[src/rtl/lcg_pkg.sv]
package lcg_pkg;
  typedef enum logic [1:0] {
    TMR_IDLE = 2'd0,
    TMR_WAIT = 2'd1,
    TMR_ACT  = 2'd2
  } tmr_state_e;

  localparam int unsigned LCG_SYNC_STAGES = 2;
endpackage

[src/rtl/lcg_edge_detect.sv]
module lcg_edge_detect #(
  parameter int unsigned SYNC_STAGES = 2
) (
  input  logic clk,
  input  logic rst_n,
  input  logic raw,
  output logic lead,
  output logic trail
);
  localparam int unsigned LAST = SYNC_STAGES - 1;

  logic [SYNC_STAGES-1:0] chain;
  logic                   synced;
  logic                   dly;

  genvar gi;
  generate
    for (gi = 0; gi < SYNC_STAGES; gi++) begin : g_stage
      if (gi == 0) begin : g_first
        always_ff @(posedge clk or negedge rst_n) begin
          if (!rst_n) chain[0] <= 1'b0;
          else        chain[0] <= raw;
        end
      end else begin : g_next
        always_ff @(posedge clk or negedge rst_n) begin
          if (!rst_n) chain[gi] <= 1'b0;
          else        chain[gi] <= chain[gi-1];
        end
      end
    end
  endgenerate

  assign synced = chain[LAST];

  always_ff @(posedge clk or negedge rst_n) begin
    if (!rst_n) dly <= 1'b0;
    else        dly <= synced;
  end

  assign lead  = synced & ~dly;
  assign trail = ~synced & dly;
endmodule

[src/rtl/lcg_pulse_timer.sv]
module lcg_pulse_timer
  import lcg_pkg::*;
#(
  parameter int unsigned CW = 8
) (
  input  logic          clk,
  input  logic          rst_n,
  input  logic          trig,
  input  logic [CW-1:0] delay,
  input  logic [CW-1:0] len,
  output logic          pulse
);
  localparam logic [CW-1:0] ONE = CW'(1);

  tmr_state_e    state;
  logic [CW-1:0] cnt;
  logic [CW-1:0] len_q;

  always_ff @(posedge clk or negedge rst_n) begin
    if (!rst_n) begin
      state <= TMR_IDLE;
      cnt   <= '0;
      len_q <= '0;
    end else if (trig) begin
      state <= TMR_WAIT;
      cnt   <= (delay == '0) ? ONE : delay;
      len_q <= len;
    end else begin
      case (state)
        TMR_WAIT: begin
          if (cnt == ONE) begin
            if (len_q == '0) begin
              state <= TMR_IDLE;
            end else begin
              state <= TMR_ACT;
              cnt   <= len_q;
            end
          end else begin
            cnt <= cnt - ONE;
          end
        end
        TMR_ACT: begin
          if (cnt == ONE) state <= TMR_IDLE;
          else            cnt   <= cnt - ONE;
        end
        default: state <= TMR_IDLE;
      endcase
    end
  end

  assign pulse = (state == TMR_ACT);


  restart_drops_chk: assert property (@(posedge clk) disable iff (!rst_n)
    trig |=> !pulse);


  zero_len_chk: assert property (@(posedge clk) disable iff (!rst_n)
    (state == TMR_WAIT && cnt == ONE && len_q == '0 && !trig) |=> !pulse);


  active_count_chk: assert property (@(posedge clk) disable iff (!rst_n)
    pulse |-> (cnt != '0 && cnt <= len_q));


  wait_nonzero_chk: assert property (@(posedge clk) disable iff (!rst_n)
    (state == TMR_WAIT) |-> (cnt != '0));
endmodule

[src/rtl/line_clamp_gen.sv]
module line_clamp_gen
  import lcg_pkg::*;
(
  input  logic       clk,
  input  logic       rst_n,
  input  logic       hsync_in,
  input  logic       ext_clamp_in,
  input  logic       clamp_ext_mode,
  input  logic [7:0] clamp_place,
  input  logic [7:0] clamp_len,
  input  logic [7:0] hs_width,
  output logic       clamp_out,
  output logic       hsync_out
);
  localparam int unsigned CW = 8;
  localparam logic [CW-1:0] HS_DELAY = CW'(1);

  logic sync_lead;
  logic sync_trail;
  logic int_clamp;
  logic ext_q;
  logic past_ok;

  lcg_edge_detect #(.SYNC_STAGES(LCG_SYNC_STAGES)) u_edge (
    .clk   (clk),
    .rst_n (rst_n),
    .raw   (hsync_in),
    .lead  (sync_lead),
    .trail (sync_trail)
  );

  lcg_pulse_timer #(.CW(CW)) u_clamp_tmr (
    .clk   (clk),
    .rst_n (rst_n),
    .trig  (sync_trail),
    .delay (clamp_place),
    .len   (clamp_len),
    .pulse (int_clamp)
  );

  lcg_pulse_timer #(.CW(CW)) u_hs_tmr (
    .clk   (clk),
    .rst_n (rst_n),
    .trig  (sync_lead),
    .delay (HS_DELAY),
    .len   (hs_width),
    .pulse (hsync_out)
  );

  always_ff @(posedge clk or negedge rst_n) begin
    if (!rst_n) begin
      ext_q   <= 1'b0;
      past_ok <= 1'b0;
    end else begin
      ext_q   <= ext_clamp_in;
      past_ok <= 1'b1;
    end
  end

  assign clamp_out = clamp_ext_mode ? ext_q : int_clamp;


  ext_pass_chk: assert property (@(posedge clk) disable iff (!rst_n)
    (past_ok && clamp_ext_mode) |-> (clamp_out == $past(ext_clamp_in)));


  reset_quiet_chk: assert property (@(posedge clk) disable iff (!rst_n)
    !past_ok |-> (!hsync_out && !int_clamp));
endmodule

[config.mk]
export PLATFORM = sky130hd
export DESIGN_NAME = line_clamp_gen
export DESIGN_NICKNAME = d
export VERILOG_FILES = /design/src/rtl/lcg_pkg.sv /design/src/rtl/lcg_edge_detect.sv /design/src/rtl/lcg_pulse_timer.sv /design/src/rtl/line_clamp_gen.sv
export SDC_FILE = /design/constraint.sdc
export NUM_CORES = 1
export LEC_CHECK = 0
export BUFFER_PORTS_ARGS = -buffer_cell sky130_fd_sc_hd__buf_2
export CORE_MARGIN = 4
export CORE_UTILIZATION = 42
export DETAILED_ROUTE_END_ITERATION = 16
export HOLD_SLACK_MARGIN = 0.02
export MAX_ROUTING_LAYER = met4
export PLACE_DENSITY_LB_ADDON = 0.08
export SLEW_MARGIN = 15
export SYNTH_ARGS = -nofsm -noshare
export SYNTH_HDL_FRONTEND = slang
export SYNTH_SLANG_ARGS = --single-unit
[constraint.sdc]
create_clock -name clk -period 1.92 [get_ports clk]
set_input_delay 0.192 -clock clk [delete_from_list [all_inputs] [get_ports clk]]
set_output_delay 0.192 -clock clk [all_outputs]
set_load 0.05 [all_outputs]
Word level (Yosys, flattened, before mapping)
Index checks and enable logic that the tools add are counted.

word-level totals
  word-level logic and storage cells = 61
  bits of input ports = 29
  output and inout bits = 2
  register bits after elaboration = 40

operators by class
  multiplexer cells = 22
  bitwise gates (word level) = 4
  $add $sub $neg = 2
  equal/unequal tests = 14
  reduce and logical (&&, ||, !) cells = 9

operators with widths
  cell                                                  count
  two-way mux 8 bit                                     9
  one-hot mux 8 bit (2 select lines)                    2
  logical NOT 8 bit                                     3
  equality test 8 x 1 -> 1 bit (second input constant)  2
  two-way mux 2 bit                                     8
  subtractor 8 x 1 -> 8 bit (second input constant)     2
  != test 3 x 2 -> 1 bit (second input constant)        3
  != test 4 bit (second input constant)                 2
  one-hot mux 2 bit (2 select lines)                    2
  != test 3 bit (second input constant)                 2
  AND reduction 3 bit                                   2
  nonzero test 3 bit                                    2
  equality test 2 x 1 -> 1 bit (second input constant)  2
  equality test 2 bit (second input constant)           2
  AND reduction 2 bit                                   2
  != test 3 x 1 -> 1 bit (second input constant)        1
  bitwise AND 1 bit                                     2
  inverter 1 bit                                        2
  two-way mux 1 bit                                     1

Longest topological paths before layout
  depth in word-level cells = 5
  gate-level depth with buffers = 8
  depth with buffers taken out = 7

Hierarchy
A second synthesis with hierarchy kept.

unflattened totals
  cells, all modules = 239
  area total of the unflattened synthesis = 2,359.8 µm²

modules (own cells, without submodules)
  module           cells an instance  area each (µm²)  times used  sequential area each (µm²)
  lcg_pulse_timer  115                1,111.1          2           450.4
  lcg_edge_detect  5                  90.1             1           75.1
  line_clamp_gen   4                  47.5             1           25.0

Worst setup path before layout
Ideal clock, no wire load.

  path kind = reg2reg
  start point = register u_hs_tmr.cnt[1]
  end point = register u_hs_tmr.cnt[2]
  data required time = 1.842 ns
  stages on the path, launching flop included = 9
  buffers on the path = 1
  data arrival time = 1.755 ns
  library setup time = 0.078 ns
  period minus slack after synthesis = 1.833 ns
  path slack = 0.087 ns
  path through = dfrtp_1 > inv_1 > ha_1 > nor3b_1 > nand4_1 > a31oi_4 > buf_6 > o21ai_1 > a21oi_1

between the ends
  cells in the longest elaborated chain, start to end = 4
  elaborated cells between the ends (all ways) = 9
  classes of those cells = 1 x add/sub; 3 x eq/ne; 4 x mux; 1 x reduce/logical

RTL lines
  element                                                                    line                                          source
  from (decl)                                                                lcg_pulse_timer.sv:16                         logic [CW-1:0] cnt;
  from (signal assigned)                                                     lcg_pulse_timer.sv:26                         cnt <= (delay == '0) ? ONE : delay;
  from (signal assigned)                                                     lcg_pulse_timer.sv:36                         cnt <= len_q;
  from (signal assigned)                                                     lcg_pulse_timer.sv:39                         cnt <= cnt - ONE;
  subtractor 8 x 1 -> 8 bit or equality test 8 x 1 -> 1 bit (tied branches)  n/a
  two-way mux 8 bit (on tied branches)                                       lcg_pulse_timer.sv:43, lcg_pulse_timer.sv:31
  one-hot mux 8 bit (2 select lines)                                         lcg_pulse_timer.sv:29                         case (state)
  two-way mux 8 bit                                                          lcg_pulse_timer.sv:24                         end else if (trig) begin

Parallel ways exist; a longest one is shown, timed or not. The select of a mux whose other input is x is not followed.
A chain may end at the register's enable or synchronous reset.

Worst setup path in the final report
  start point = register u_clamp_tmr.cnt[2]
  end point = register u_clamp_tmr.cnt[5]

between the ends
  cells in the longest elaborated chain, start to end = 4
  elaborated cells between the ends (all ways) = 9
  classes of those cells = 1 x add/sub; 3 x eq/ne; 4 x mux; 1 x reduce/logical

RTL lines
  element                                                                    line
  from (decl)                                                                lcg_pulse_timer.sv:16
  from (signal assigned)                                                     lcg_pulse_timer.sv:26
  from (signal assigned)                                                     lcg_pulse_timer.sv:36
  from (signal assigned)                                                     lcg_pulse_timer.sv:39
  subtractor 8 x 1 -> 8 bit or equality test 8 x 1 -> 1 bit (tied branches)  n/a
  two-way mux 8 bit (on tied branches)                                       lcg_pulse_timer.sv:43, lcg_pulse_timer.sv:31
  one-hot mux 8 bit (2 select lines)                                         lcg_pulse_timer.sv:29
  two-way mux 8 bit                                                          lcg_pulse_timer.sv:24

Parallel ways exist; a longest one is shown, timed or not. The select of a mux whose other input is x is not followed.

==> impl_metrics.py <==
metrics = {
    "run_status": {
        "status": "complete, no violations",
    },
    "global_routing": {
        "grt_pass1_wl_microns": 8797,
        "antenna_found_initial": 0,
        "grt_remaining_overflow": 0,
        "grt_use_total_pct": 18.14,
        "grt_max_degree": 41,
        "grt_pass1_vias": 1813,
    },
    "drt": {
        "wl_per_cell_microns": 13.70,
        "drc": 0,
        "first_pass_iters": 4,
        "dr_total_vias": 1922,
        "drtIter0Drc": 121,
        "postRouteAntennaNets": 0,
        "vias_per_cell": 5.153,
        "drt_wl_total_microns": 5109,
    },
    "pwr": {
        "vdd_drop_max_mv": 0.4799,
        "power_density_mw_per_mm2": 1354,
        "p_leak_nw": 1.325,
    },
    "timing": {
        "max_slew_margin_pct": 66.11,
        "worst_pin_slew_ps": 508.3,
        "clock_skew_ps": 2.894,
        "maxSlewViolCount": 0,
        "min_period_ps": 1782,
        "clock.fmax_mhz": 561.1,
        "tns_ps": 0,
        "setup_violations": 0,
        "rsz0062_at_grt": "false",
        "hold_violations": 0,
        "whs_ps": 83.51,
        "fin_crit_sh_pct": 92.83,
    },
    "clock_network": {
        "cts-buffers-inserted": 5,
        "cts_tree": "done",
        "cts.sinks": 40,
        "clock-root-buffer": "clkbuf_8",
        "htree_levels": 2,
        "clockBufferDepth": 2,
        "clkTransAtPathRegs_ps": 80,
        "clock_latency_ps": 290,
    },
    "floorplanning": {
        "io_pins": 31,
        "core-area_sq_mm": 0.004848,
        "initial_utilization_pct": 44.75,
        "rows": 25,
        "dieArea_sq_mm": 0.006379,
        "fp.dieW_microns": 79.87,
        "die_h_microns": 79.87,
    },
    "synth": {
        "ys_ff_latch": 40,
        "syn_area_per_cell_sq_um": 8.644,
        "syn_area_sq_mm": 0.002170,
        "synth.net_count": 286,
        "synth_edf_count": 0,
        "async_flop_share_pct": 100.0,
        "ys_warn_count": 0,
        "synth_cells": 251,
        "yosysSeqAreaShare_pct": 46.14,
        "yosysUniqueCellTypes": 43,
        "synth_area_leader_cell": "dfrtp_1",
        "synthFlopType": "dfrtp_1",
        "synth.area.top_cells": "dfrtp_1 46%, nand2_1 13%, ha_1 3.5%, a21oi_1 3.0%, nor2_1 2.4%",
        "synth_top_cell_area_share_pct": 46.14,
    },
    "worst_setup_path": {
        "crit_fanout": 6,
        "critPathArrivalTime_ps": 2000,
        "critPathLaunchType": "flop",
        "critPathCaptureType": "flop",
        "critPathRequiredTime_ps": 2140,
        "crit_type": "reg -> reg",
    },
    "layout": {
        "final_area_sq_mm": 0.002744,
        "antenna_cells": 0,
        "syn_to_final_growth_pct": 26.47,
        "layout_commonest_cell": "nand2_1",
        "nets": 341,
        "ff_latch_area_sq_mm": 0.001002,
        "drive_above_1_share_pct": 25.16,
        "n_fill_cell": 443,
        "layout_common_cells": "74 x nand2_1, 39 x dfrtp_1, 30 x buf_2",
        "final_cell_count_no_fill": 373,
        "multiInputGateArea_sq_mm": 0.001116,
    },
    "placement": {
        "io_buffers": 30,
        "placed_cell_area_sq_mm": 0.002517,
        "dp.cells": 359,
        "dpl.hpwl_microns": 3699,
        "gp_congestion": 0.8403,
    },
    "run": {
        "max_cap_violations": 0,
    },
    "hold_path": {
        "hold_class": "in -> reg",
    },
}
[routing by layer]
layer | part of all wire, % | GRT usage, % | up-vias
met3 | 4.8 | 3.612 | 4
met1 | 54 | 28.33 | 910
li1 | - | - | 973
met2 | 40 | 23.71 | 35
met5 | 0 | - | -
met4 | 1.0 | 4.561 | 0
[critical path, cell delays in order (launching register included)]
cell	delay (ps)
dfrtp_2	460
nor4_4	280
buf_4	150
and4bb_2	240
o21ai_2	70
buf_4	160
o2bb2a_1	280
o21ai_1	80
[cells by family after synthesis]
logic type	after synthesis	share of synthesized area [%]
simple gates	122	25.84
compound gates	53	16.38
flops	40	46.14
buf+inv	21	4.095
mux	6	2.884
fa+ha+maj	6	3.460
xor+xnor	3	1.211
[cell usage after synthesis (2+ instances only)]
cell type / instances
nor4_2: 2
buf_2: 2
nand2_1: 74
o21ai_1: 5
o211ai_1: 4
o31ai_1: 2
dfrtp_1: 40
nor2b_1: 3
or4_1: 2
nor2_1: 14
a21oi_1: 13
nor3_1: 2
clkbuf_1: 8
ha_1: 6
a21o_1: 5
a31oi_1: 2
mux2_2: 2
nor4_1: 5
inv_1: 10
nand4_1: 3
xnor2_1: 3
nor3b_1: 2
a21boi_0: 2
nand2b_1: 3
nand3_1: 6
o2111ai_1: 2
o21ai_0: 10
mux2i_1: 4
[flip-flops by register name, summed over array words and instances, names as in the netlist]
name	cells
ext_q	1
u_clamp_tmr.cnt	8
u_clamp_tmr.len_q	8
u_clamp_tmr.state	2
u_edge.chain	1
u_edge.dly	1
u_edge.synced	1
u_hs_tmr.cnt	8
u_hs_tmr.len_q	8
u_hs_tmr.state	2
[final timing paths]
check | end | depth (start not counted) | slack [ps] | from
min reg2reg | u_edge.synced | 0 | 350 | u_edge.chain[0]
max in group asynchronous | u_clamp_tmr.cnt[2] | 3 | 1060 | rst_n
min | u_clamp_tmr.len_q[0] | 3 | 80 | clamp_len[0]
max | u_clamp_tmr.cnt[5] | 7 | 140 | u_clamp_tmr.cnt[2]
min in group asynchronous | u_hs_tmr.cnt[7] | 3 | 480 | rst_n
max reg2reg | u_clamp_tmr.cnt[5] | 7 | 140 | u_clamp_tmr.cnt[2]
[power by group]
group	internal [mW]	switching (mW)
Sequential	1.05	0.216
Clock	0.512	0.299
Combinational	0.799	0.834
[repair_timing]
item                                    CTS  global route
resized for setup                         0            11
endpoints found under the setup margin    0            14
buffers inserted                          0             4
endpoints found under the hold margin    42             0
hold buffers                              3             0
[per-stage QoR]
step / total power, mW / util (%) / worst slack, ps
after floorplan: 2.294 / - / 86.59
after global placement: 2.777 / 51.92 / 105.2
after detailed placement: 2.785 / 51.92 / 68.32
after CTS: 3.616 / 55.20 / 43.37
after global routing: 3.989 / 56.59 / 8.353
final: 3.715 / 56.59 / 137.7
[cell type report]
type                            instances  area share, %
Inverter                               10          1.368
Tap cell                               67          3.055
Clock inverter                          2          2.189
Clock buffer                            5          2.508
Sequential cell                        40          36.53
Timing Repair Buffer                   59          13.68
Multi-Input combinational cell        190          40.67
Power figures use the tool's default switching activity.
